===== src/rtl/sdiv_pkg.sv =====
package sdiv_pkg;

  localparam logic [1:0] SIZE_W32 = 2'b10;
  localparam logic [1:0] SIZE_W64 = 2'b11;

  localparam int MAX_ESIZE = 64;
  localparam int STEP_CNT_W = $clog2(MAX_ESIZE);

  // strobes sent from the control FSM to the datapath
  typedef struct packed {
    logic load;    // capture operands and initialise lanes
    logic step;    // one restoring-division iteration
    logic commit;  // write merged vector into result
  } sdiv_strobe_t;

endpackage


===== src/rtl/sdiv_lane.sv =====
// Unsigned restoring divider of width W; one quotient bit per step strobe.
module sdiv_lane #(
  parameter int W = 64
) (
  input  logic         clk,
  input  logic         rst,
  input  logic         load,
  input  logic         step,
  input  logic [W-1:0] dvdMag,
  input  logic [W-1:0] dvsMag,
  output logic [W-1:0] quo
);

  logic [W-1:0] quoReg;
  logic [W-1:0] remReg;
  logic [W-1:0] dvsReg;
  logic [W:0]   remShift;
  logic [W:0]   trialSub;
  logic         fits;

  assign remShift = {remReg, quoReg[W-1]};
  assign trialSub = remShift - {1'b0, dvsReg};
  // a borrow into the top bit means the divisor did not fit
  assign fits     = ~trialSub[W];

  always_ff @(posedge clk) begin
    if (rst) begin
      quoReg <= '0;
      remReg <= '0;
      dvsReg <= '0;
    end else if (load) begin
      quoReg <= dvdMag;
      remReg <= '0;
      dvsReg <= dvsMag;
    end else if (step) begin
      quoReg <= {quoReg[W-2:0], fits};
      remReg <= fits ? trialSub[W-1:0] : remShift[W-1:0];
    end
  end

  assign quo = quoReg;

endmodule


===== src/rtl/sdiv_ctrl.sv =====
module sdiv_ctrl
  import sdiv_pkg::*;
(
  input  logic         clk,
  input  logic         rst,
  input  logic         start,
  input  logic [1:0]   sizeCode,
  output sdiv_strobe_t strobes,
  output logic         busy,
  output logic         done,
  output logic         illegal
);

  typedef enum logic [1:0] {
    ST_IDLE,
    ST_RUN,
    ST_COMMIT
  } ctrl_state_t;

  ctrl_state_t             state;
  logic [STEP_CNT_W-1:0]   stepCnt;
  logic                    wideOp;
  logic                    lastStep;
  logic                    takeLegal;
  logic                    takeIllegal;

  localparam logic [STEP_CNT_W-1:0] LAST_W64 = STEP_CNT_W'(MAX_ESIZE - 1);
  localparam logic [STEP_CNT_W-1:0] LAST_W32 = STEP_CNT_W'(MAX_ESIZE / 2 - 1);

  assign takeLegal   = (state == ST_IDLE) && start && sizeCode[1];
  assign takeIllegal = (state == ST_IDLE) && start && !sizeCode[1];
  assign lastStep    = stepCnt == (wideOp ? LAST_W64 : LAST_W32);

  always_comb begin
    strobes.load   = takeLegal;
    strobes.step   = (state == ST_RUN);
    strobes.commit = (state == ST_COMMIT);
  end

  always_ff @(posedge clk) begin
    if (rst) begin
      state   <= ST_IDLE;
      stepCnt <= '0;
      wideOp  <= 1'b0;
      done    <= 1'b0;
      illegal <= 1'b0;
    end else begin
      done    <= 1'b0;
      illegal <= 1'b0;
      unique case (state)
        ST_IDLE: begin
          if (takeLegal) begin
            state   <= ST_RUN;
            stepCnt <= '0;
            wideOp  <= sizeCode[0];
          end else if (takeIllegal) begin
            done    <= 1'b1;
            illegal <= 1'b1;
          end
        end
        ST_RUN: begin
          stepCnt <= stepCnt + 1'b1;
          if (lastStep) state <= ST_COMMIT;
        end
        ST_COMMIT: begin
          state <= ST_IDLE;
          done  <= 1'b1;
        end
        default: state <= ST_IDLE;
      endcase
    end
  end

  assign busy = (state != ST_IDLE);

endmodule


===== src/rtl/sdiv_datapath.sv =====
// Even 32-bit slots carry a 64-bit lane that also serves the 64-bit element
// covering that slot pair; odd slots carry a 32-bit-only lane.
module sdiv_datapath
  import sdiv_pkg::*;
#(
  parameter int VL = 128
) (
  input  logic            clk,
  input  logic            rst,
  input  sdiv_strobe_t    strobes,
  input  logic [1:0]      sizeCode,
  input  logic [VL/8-1:0] pred,
  input  logic [VL-1:0]   opA,
  input  logic [VL-1:0]   opB,
  output logic [VL-1:0]   result
);

  localparam int NUM_SLOTS = VL / 32;

  logic [VL-1:0] heldA;
  logic          wideHeld;
  logic [VL-1:0] merged32;
  logic [VL-1:0] merged64;

  always_ff @(posedge clk) begin
    if (rst) begin
      heldA    <= '0;
      wideHeld <= 1'b0;
    end else if (strobes.load) begin
      heldA    <= opA;
      wideHeld <= sizeCode[0];
    end
  end

  for (genvar k = 0; k < NUM_SLOTS; k++) begin : gSlot
    logic [31:0] a32, b32, magA32, magB32, quoLo, fixed32;
    logic        neg32, zero32, act32;

    assign a32    = opA[32*k +: 32];
    assign b32    = opB[32*k +: 32];
    assign magA32 = a32[31] ? (~a32 + 32'd1) : a32;
    assign magB32 = b32[31] ? (~b32 + 32'd1) : b32;

    always_ff @(posedge clk) begin
      if (rst) begin
        neg32  <= 1'b0;
        zero32 <= 1'b0;
        act32  <= 1'b0;
      end else if (strobes.load) begin
        neg32  <= a32[31] ^ b32[31];
        zero32 <= (b32 == 32'd0);
        act32  <= pred[4*k];
      end
    end

    if ((k % 2) == 0) begin : gWide
      localparam int J = k / 2;
      logic [63:0] a64, b64, magA64, magB64, dvd, dvs, quo64, fixed64;
      logic        neg64, zero64, act64;

      assign a64    = opA[64*J +: 64];
      assign b64    = opB[64*J +: 64];
      assign magA64 = a64[63] ? (~a64 + 64'd1) : a64;
      assign magB64 = b64[63] ? (~b64 + 64'd1) : b64;
      // 32-bit mode: dividend left-aligned so 32 steps finish the quotient
      assign dvd    = sizeCode[0] ? magA64 : {magA32, 32'd0};
      assign dvs    = sizeCode[0] ? magB64 : {32'd0, magB32};

      sdiv_lane #(.W(64)) uLane (
        .clk    (clk),
        .rst    (rst),
        .load   (strobes.load),
        .step   (strobes.step),
        .dvdMag (dvd),
        .dvsMag (dvs),
        .quo    (quo64)
      );

      always_ff @(posedge clk) begin
        if (rst) begin
          neg64  <= 1'b0;
          zero64 <= 1'b0;
          act64  <= 1'b0;
        end else if (strobes.load) begin
          neg64  <= a64[63] ^ b64[63];
          zero64 <= (b64 == 64'd0);
          act64  <= pred[8*J];
        end
      end

      assign quoLo   = quo64[31:0];
      assign fixed64 = zero64 ? 64'd0 : (neg64 ? (~quo64 + 64'd1) : quo64);
      assign merged64[64*J +: 64] = act64 ? fixed64 : heldA[64*J +: 64];
    end else begin : gNarrow
      sdiv_lane #(.W(32)) uLane (
        .clk    (clk),
        .rst    (rst),
        .load   (strobes.load),
        .step   (strobes.step),
        .dvdMag (magA32),
        .dvsMag (magB32),
        .quo    (quoLo)
      );
    end

    assign fixed32 = zero32 ? 32'd0 : (neg32 ? (~quoLo + 32'd1) : quoLo);
    assign merged32[32*k +: 32] = act32 ? fixed32 : heldA[32*k +: 32];
  end

  always_ff @(posedge clk) begin
    if (rst) begin
      result <= '0;
    end else if (strobes.commit) begin
      result <= wideHeld ? merged64 : merged32;
    end
  end

endmodule


===== src/rtl/simd_sdiv.sv =====
module simd_sdiv
  import sdiv_pkg::*;
#(
  parameter int VL = 128
) (
  input  logic            clk,
  input  logic            rst,
  input  logic            start,
  input  logic [1:0]      sizeCode,
  input  logic [VL/8-1:0] pred,
  input  logic [VL-1:0]   opA,
  input  logic [VL-1:0]   opB,
  output logic            busy,
  output logic            done,
  output logic            illegal,
  output logic [VL-1:0]   result
);

  sdiv_strobe_t strobes;

  sdiv_ctrl uCtrl (
    .clk      (clk),
    .rst      (rst),
    .start    (start),
    .sizeCode (sizeCode),
    .strobes  (strobes),
    .busy     (busy),
    .done     (done),
    .illegal  (illegal)
  );

  sdiv_datapath #(.VL(VL)) uPath (
    .clk      (clk),
    .rst      (rst),
    .strobes  (strobes),
    .sizeCode (sizeCode),
    .pred     (pred),
    .opA      (opA),
    .opB      (opB),
    .result   (result)
  );

endmodule


===== config.mk =====
export PLATFORM = sky130hd
export DESIGN_NAME = simd_sdiv
export DESIGN_NICKNAME = d
export VERILOG_FILES = /design/src/rtl/sdiv_pkg.sv /design/src/rtl/sdiv_lane.sv /design/src/rtl/sdiv_ctrl.sv /design/src/rtl/sdiv_datapath.sv /design/src/rtl/simd_sdiv.sv
export SDC_FILE = /design/constraint.sdc
export NUM_CORES = 2
export LEC_CHECK = 0
export CAP_MARGIN = 20
export CORE_ASPECT_RATIO = 1.25
export CORE_MARGIN = 2
export CORE_UTILIZATION = 55
export DETAILED_ROUTE_END_ITERATION = 8
export PLACE_DENSITY = 0.78
export RECOVER_POWER = 25
export SKIP_LAST_GASP = 1
export SLEW_MARGIN = 20
export SYNTH_ARGS = -nofsm -noshare
export SYNTH_HDL_FRONTEND = slang
export SYNTH_SLANG_ARGS = --single-unit

===== constraint.sdc =====
create_clock -name clk -period 3.7 [get_ports clk]
set_clock_uncertainty 0.05 [all_clocks]
set_input_delay 0.74 -clock clk [delete_from_list [all_inputs] [get_ports clk]]
set_output_delay 0.74 -clock clk [all_outputs]
set_load 0.01 [all_outputs]

---- After elaboration in Yosys (flattened, before gate mapping) ----
Index checks and enable logic that the tools add are counted.
word-level totals
  flip-flop bits (word level) ............. 858
  input bits .............................. 277
  output and inout bits ................... 131
  logic and storage cells ................. 164
cells by class
  add/sub/neg operators ................... 23
  eq/ne operators ......................... 5
  muxes and demuxes ....................... 56
  bitwise logic cells ..................... 27
  reductions and logical operators ........ 19
operator list
  cell                   number
  $mux 64                20
  $mux 32                26
  $add 32x1->32 const B  12
  $add 64x1->64 const B  6
  $not 32->32            12
  $not 64->64            6
  $sub 65x64->65         2
  $logic_not 32->1       4
  $logic_not 64->1       2
  $mux 128               1
  $sub 33x32->33         2
  $mux 6                 2
  $pmux 6 s2             1
  $add 6x1->6 const B    1
  $eq 6x6->1             1
  $reduce_and 2->1       3
  $reduce_bool 2->1      3
  $not 1->1              5
  $mux 2                 2
  $pmux 2 s2             1
  $reduce_or 2->1        2
  $xor 1x1->1            4
  $logic_and 1x1->1      3
  $eq 2x1->1 const B     1
  other kinds (7)        8

---- Depth between registers and ports, before layout ----
  word-level depth ........................ 6
  mapped depth ............................ 17
  gate-level depth less buffers ........... 15

---- Cells and area by module ----
From an unflattened synthesis, not the netlist that was laid out.
second synthesis, totals
  cells, all modules ...................... 8533
  area, all modules ....................... 64777.1 µm²
by module, submodules not included
  module                                        instances  cells an instance  area an instance (µm²)  sequential area each (µm²)
  sdiv_datapath                                 1          3884               28049.4                 5425.2
  sdiv_lane (uPath.gSlot[0].gWide.uLane ...)    2          1553               12085.3                 3843.7
  sdiv_lane (uPath.gSlot[1].gNarrow.uLane ...)  2          743                6028.3                  1921.8
  sdiv_ctrl                                     1          57                 500.5                   220.2

---- Worst setup path after synthesis ----
OpenSTA, ideal clock, no wires.
  path type ............................... input-to-reg
  from .................................... input opA[69]
  to ...................................... register uPath.gSlot[2].gWide.uLane.quoReg[46]
  setup time .............................. 91 ps
  arrival ................................. 3928 ps
  setup slack ............................. -369 ps
  stages on the path ...................... 13
  buffers on the path ..................... 1
  cell sequence ........................... clkbuf_1 nor4_1 and4_1 nand4_1 or3_1 or3_1 or3_1 or4_1 a21oi_1 xor2_1 a21oi_1 nor2_1 a311oi_1
on the way
  longest elaborated chain between the ends .. 5
  elaborated cells on any way between the ends .. 8
  those cells by class .................... 2 x add/sub; 4 x mux; 2 x bitwise
ends and longest elaborated chain
  item                                            line                                      source
  start, declared                                 simd_sdiv.sv:11                           input logic [VL-1:0] opA,
  $not 64->64 or $not 32->32 (tied branches)      sdiv_datapath.sv:63, sdiv_datapath.sv:41
  $add 64x1->64 or $add 32x1->32 (tied branches)  sdiv_datapath.sv:63, sdiv_datapath.sv:41
  $mux 64 or $mux 32 (tied branches)              sdiv_datapath.sv:63, sdiv_datapath.sv:41
  $mux 64 (*)                                     sdiv_datapath.sv:66                       assign dvd = sizeCode[0] ? magA64 : {magA32, 32'd0};
  $mux 64 (*)                                     sdiv_lane.sv:31                           end else if (load) begin
  end signal, assigned                            sdiv_lane.sv:32                           quoReg <= dvdMag;
  end signal, assigned                            sdiv_lane.sv:36                           quoReg <= {quoReg[W-2:0], fits};
  end, declared                                   sdiv_lane.sv:14                           logic [W-1:0] quoReg;
Every way passes the cells marked *; elsewhere a longest branch is shown, timed or not.
A chain may end at the register's enable or synchronous reset.

---- Final worst setup path ----
  from .................................... register uPath.gSlot[3].gNarrow.uLane.quoReg[6]
  to ...................................... register uPath.result[122]
on the way
  longest elaborated chain between the ends .. 6
ends and longest elaborated chain
  item                    line                  source
  start, declared         sdiv_lane.sv:14
  start signal, assigned  sdiv_lane.sv:32
  start signal, assigned  sdiv_lane.sv:36
  $not 32->32             sdiv_datapath.sv:106  assign fixed32 = zero32 ? 32'd0 : (neg32 ? (~quoLo + 32'd1) : quoLo);
  $add 32x1->32           sdiv_datapath.sv:106
  $mux 32 (2 in a row)    sdiv_datapath.sv:106
  $mux 32                 sdiv_datapath.sv:107  assign merged32[32*k +: 32] = act32 ? fixed32 : heldA[32*k +: 32];
  $mux 128                sdiv_datapath.sv:114  result <= wideHeld ? merged64 : merged32;
  end signal, assigned    sdiv_datapath.sv:114
  end, declared           sdiv_datapath.sv:15   output logic [VL-1:0] result
Every way passes these cells.

==> flow_metrics.tcl <==
set metrics [dict create \
    synth-edff-count 0 \
    endpoint_kind "register" \
    violations "negative setup slack" \
    finalHoldViolations 0 \
    rsz0062_at_grt "true" \
    numCtsBuffers 96 \
    clock_path_buffers 3 \
    ff2ff_setup_slack_ns -0.09 \
    cts_root_buffer "clkbuf_16" \
    synth_compound_area_share_pct 26.8 \
    setup_viol 3 \
    synth_fa_ha_area_share_pct 4.60 \
    ctsHoldBuffers 0 \
    p_sw_share_pct 36.3 \
    p_comb_share_pct 40.3 \
    grt_pass1_vias 61049 \
    clk_pin_slew_ns 0.06 \
    status "complete, but fails checks" \
    synth_top_family_by_area "compound AO/OA/AOI/OAI gates" \
    route.detailed.drc 0 \
    tightestPinTransition_ns 1.11 \
    seq_power_share_pct 29.7 \
    final_cell_area_sq_um 73600 \
    slew_violations 0 \
    cellLeakagePower_uw 0.0286 \
    dpl_cell_area_sq_um 68600 \
    r2r_end "uPath.result[122]$_SDFFE_PP0P_" \
    layout_setup_ws_ns -0.0903 \
    syn_area_sq_um 58600 \
    die-area_sq_um 109000 \
    setup_tns_ns -0.134 \
    num_vias 64273 \
    p_int_uw 22200 \
    avgSynthCellArea_sq_um 7.30 \
    grt_start_max_net_pins 181 \
    synth_xor_area_share_pct 10.3 \
    power_per_cell_area_nw_per_um2 473 \
    synth_seq_cells 858 \
    fmax_ghz 0.264 \
    regArea_sq_um 17200 \
    fin_crit_sh_pct 102 \
    reg2reg_depth 11 \
    cp_data_arrival_time_ns 4.32 \
    min_to "uPath.result[27]$_SDFFE_PP0P_" \
    ant_nets 0 \
    drive_above_1_share_pct 14.6 \
    portBuffers 395 \
    muxShareOfSynthArea_pct 2.38 \
    crit_path_start_kind "register" \
    core_sq_um 106000 \
    multi_input_area_sq_um 39400 \
    cp_max_fo 3 \
    area_growth_pct 25.6 \
    yosys.area_share.simple_pct 20.7 \
    start_util_pct 55.6 \
    clockPowerShare_pct 30.0 \
    grt_overflow 0 \
    critPathKind "register to register" \
    layout.nets 9222 \
    cts_tree "built" \
    yosysWarnings 0 \
    grt_pass1_wl_mm 337 \
    dr.pass1.iters 8 \
    hp-class "register to register" \
    final_common_cell "nand2_1" \
    synth.distinct_cells 86 \
    reg2reg_from "uPath.gSlot[3].gNarrow.uLane.quo[6]$_SDFFE_PP0P_" \
    gp_congestion 1.01 \
    power.total_uw 34800 \
    hold_start "uPath.result[27]$_SDFFE_PP0P_" \
    whs_path_depth 2 \
    ir_drop_uv 377 \
    die_h_um 369 \
    syn_inst 8032 \
    ios 408 \
    async_flop_share_pct 0 \
    most-common-layout-cells "1230 x nand2_1, 839 x dfxtp_1, 764 x a21oi_1" \
    grt_util_all_layers_pct 38.8 \
    drt_iter0_markers 5659 \
    dp_hpwl_mm 159 \
    p_sw_uw 12600 \
    timing.slew.headroom_pct 25.8 \
    antenna_found_initial 7 \
    cp.required_ns 4.23 \
    period_minus_slack_ns 3.79 \
    viasPerCell 6.28 \
    final.fill_count 8793 \
    fp-row-count 133 \
    synth_fp_nets 8522 \
    clock_sinks 858 \
    routed_wirelength_mm 224 \
    insertion_delay_ns 0.73 \
    htree_levels 3 \
    wl_per_cell_um 21.9 \
    maxCapViolations 0 \
    ys.flop_type "dfxtp_1" \
    die_x_um 296 \
    synth-seq-area-share_pct 29.3 \
]
## power by group through the flow
stage	Sequential [uW]	Combinational, uW	Clock, uW
after global placement	10500	11900	0
after global routing	10400	15100	10800
after detailed placement	10500	12100	0
final	10300	14000	10400
after floorplan	10300	8050	0
after CTS	10300	12600	10500
## cells in the mapped netlist, drive strengths merged (9+ instances only)
| library cell | number | area [sq um] |
|---|---|---|
| a211oi | 233 | 1750 |
| a21boi | 9 | 67.6 |
| a21o | 121 | 908 |
| a21oi | 801 | 4010 |
| a221o | 10 | 100 |
| a221oi | 61 | 541 |
| a311oi | 122 | 1070 |
| a31oi | 47 | 294 |
| and2 | 25 | 156 |
| and3 | 58 | 363 |
| and4 | 9 | 78.8 |
| buf | 53 | 223 |
| clkbuf | 546 | 2050 |
| dfxtp | 858 | 17200 |
| ha | 209 | 2620 |
| inv | 311 | 1170 |
| mux2i | 136 | 1360 |
| nand2 | 1234 | 4630 |
| nand2b | 51 | 319 |
| nand3 | 92 | 460 |
| nand4 | 54 | 338 |
| nor2 | 682 | 2560 |
| nor2b | 37 | 231 |
| nor3 | 126 | 631 |
| nor3b | 11 | 87.6 |
| nor4 | 67 | 432 |
| o211ai | 66 | 495 |
| o21a | 29 | 218 |
| o21ai | 649 | 3250 |
| o21bai | 23 | 173 |
| o221ai | 55 | 482 |
| o22ai | 23 | 144 |
| o311ai | 23 | 201 |
| o31a | 14 | 123 |
| o31ai | 104 | 781 |
| o41ai | 38 | 355 |
| or2 | 30 | 188 |
| or3 | 133 | 837 |
| or4 | 68 | 533 |
| xnor2 | 392 | 3430 |
| xor2 | 300 | 2630 |
## cells by family after synthesis
family                     after synthesis
AOI/OAI and AO/OA                     2512
xor gates and xnor gates               692
adders and majority gates              213
buffers and inverters                  911
DFF                                    858
muxes                                  139
and+or+nand+nor                       2707
## worst max-delay path: stages, from the launching register on
cell,delay [ns]
dfxtp_2,0.32
or4_4,0.54
or4_4,0.44
or4_4,0.47
or3_4,0.42
or4_4,0.48
o41ai_4,0.23
xnor2_1,0.12
a221oi_2,0.26
a211oi_2,0.10
a21oi_1,0.18
nor2_1,0.05
## final cells by class
cell class	instances	share of cell area, %
Clock inverter	46	0.864
Clock buffer	130	3.71
Multi-Input combinational cell	6263	53.5
Antenna cell	4	0.0136
Tap cell	1417	2.41
Sequential cell	858	23.4
Timing Repair Buffer	1201	14.5
Inverter	312	1.61
## worst max-delay path by stage
stage                                                       from                                             endpoint
3_3_place_gp                                             opB[32]   uPath.gSlot[0].gWide.uLane.dvsReg[58]$_SDFFE_PP0P_
3_5_place_dp                                             opB[32]   uPath.gSlot[0].gWide.uLane.dvsReg[58]$_SDFFE_PP0P_
6_report        uPath.gSlot[3].gNarrow.uLane.quo[6]$_SDFFE_PP0P_                       uPath.result[122]$_SDFFE_PP0P_
5_1_grt         uPath.gSlot[3].gNarrow.uLane.quo[6]$_SDFFE_PP0P_                       uPath.result[125]$_SDFFE_PP0P_
2_1_floorplan                                            opB[32]   uPath.gSlot[0].gWide.uLane.dvsReg[58]$_SDFFE_PP0P_
4_1_cts        uPath.gSlot[1].gNarrow.uLane.quo[31]$_SDFFE_PP0P_  uPath.gSlot[1].gNarrow.uLane.remReg[8]$_SDFFE_PP0P_
## routing by layer
metal	global-route usage [%]	up-vias	share of wire, %
met5	0	-	0.015
met4	26.0	6	7.3
met3	7.20	862	8.8
met2	64.1	3188	46
met1	45.6	30255	38
li1	-	29962	-
## through the flow
| stage | util (%) | hold WS, ns | std cells | worst slack, ns |
|---|---|---|---|---|
| final | 69.8 | 0.399 | 10231 | -0.0903 |
| after global routing | 69.8 | 0.416 | 10229 | -0.157 |
| after CTS | 68.5 | 0.390 | 10199 | -0.0675 |
| after detailed placement | 65.0 | 0.393 | 10010 | -0.905 |
| after global placement | 65.0 | 0.386 | 10010 | -0.880 |
| after floorplan | - | 0.375 | 8032 | -0.154 |
## registers in the layout, summed over array words and instances (netlist names), 6 cells and up
name,cells
uPath.result,128
uCtrl.stepCnt,6
uPath.gSlot.gNarrow.uLane.quo,64
uPath.gSlot.gNarrow.uLane.dvsReg,64
uPath.gSlot.gWide.uLane.remReg,128
uPath.gSlot.gWide.uLane.quo,128
uPath.gSlot.gWide.uLane.dvsReg,128
uPath.gSlot.gNarrow.uLane.remReg,64
uPath.heldA,128
## repair_timing
action	4_1_cts	5_1_grt
setup endpoints to repair	177	227
endpoints found under the hold margin	0	0
gates resized for setup	49	231
gates cloned	2	9
pin swaps	24	138
buffers inserted	11	20
No activity file was read; power rests on OpenSTA's default activity.
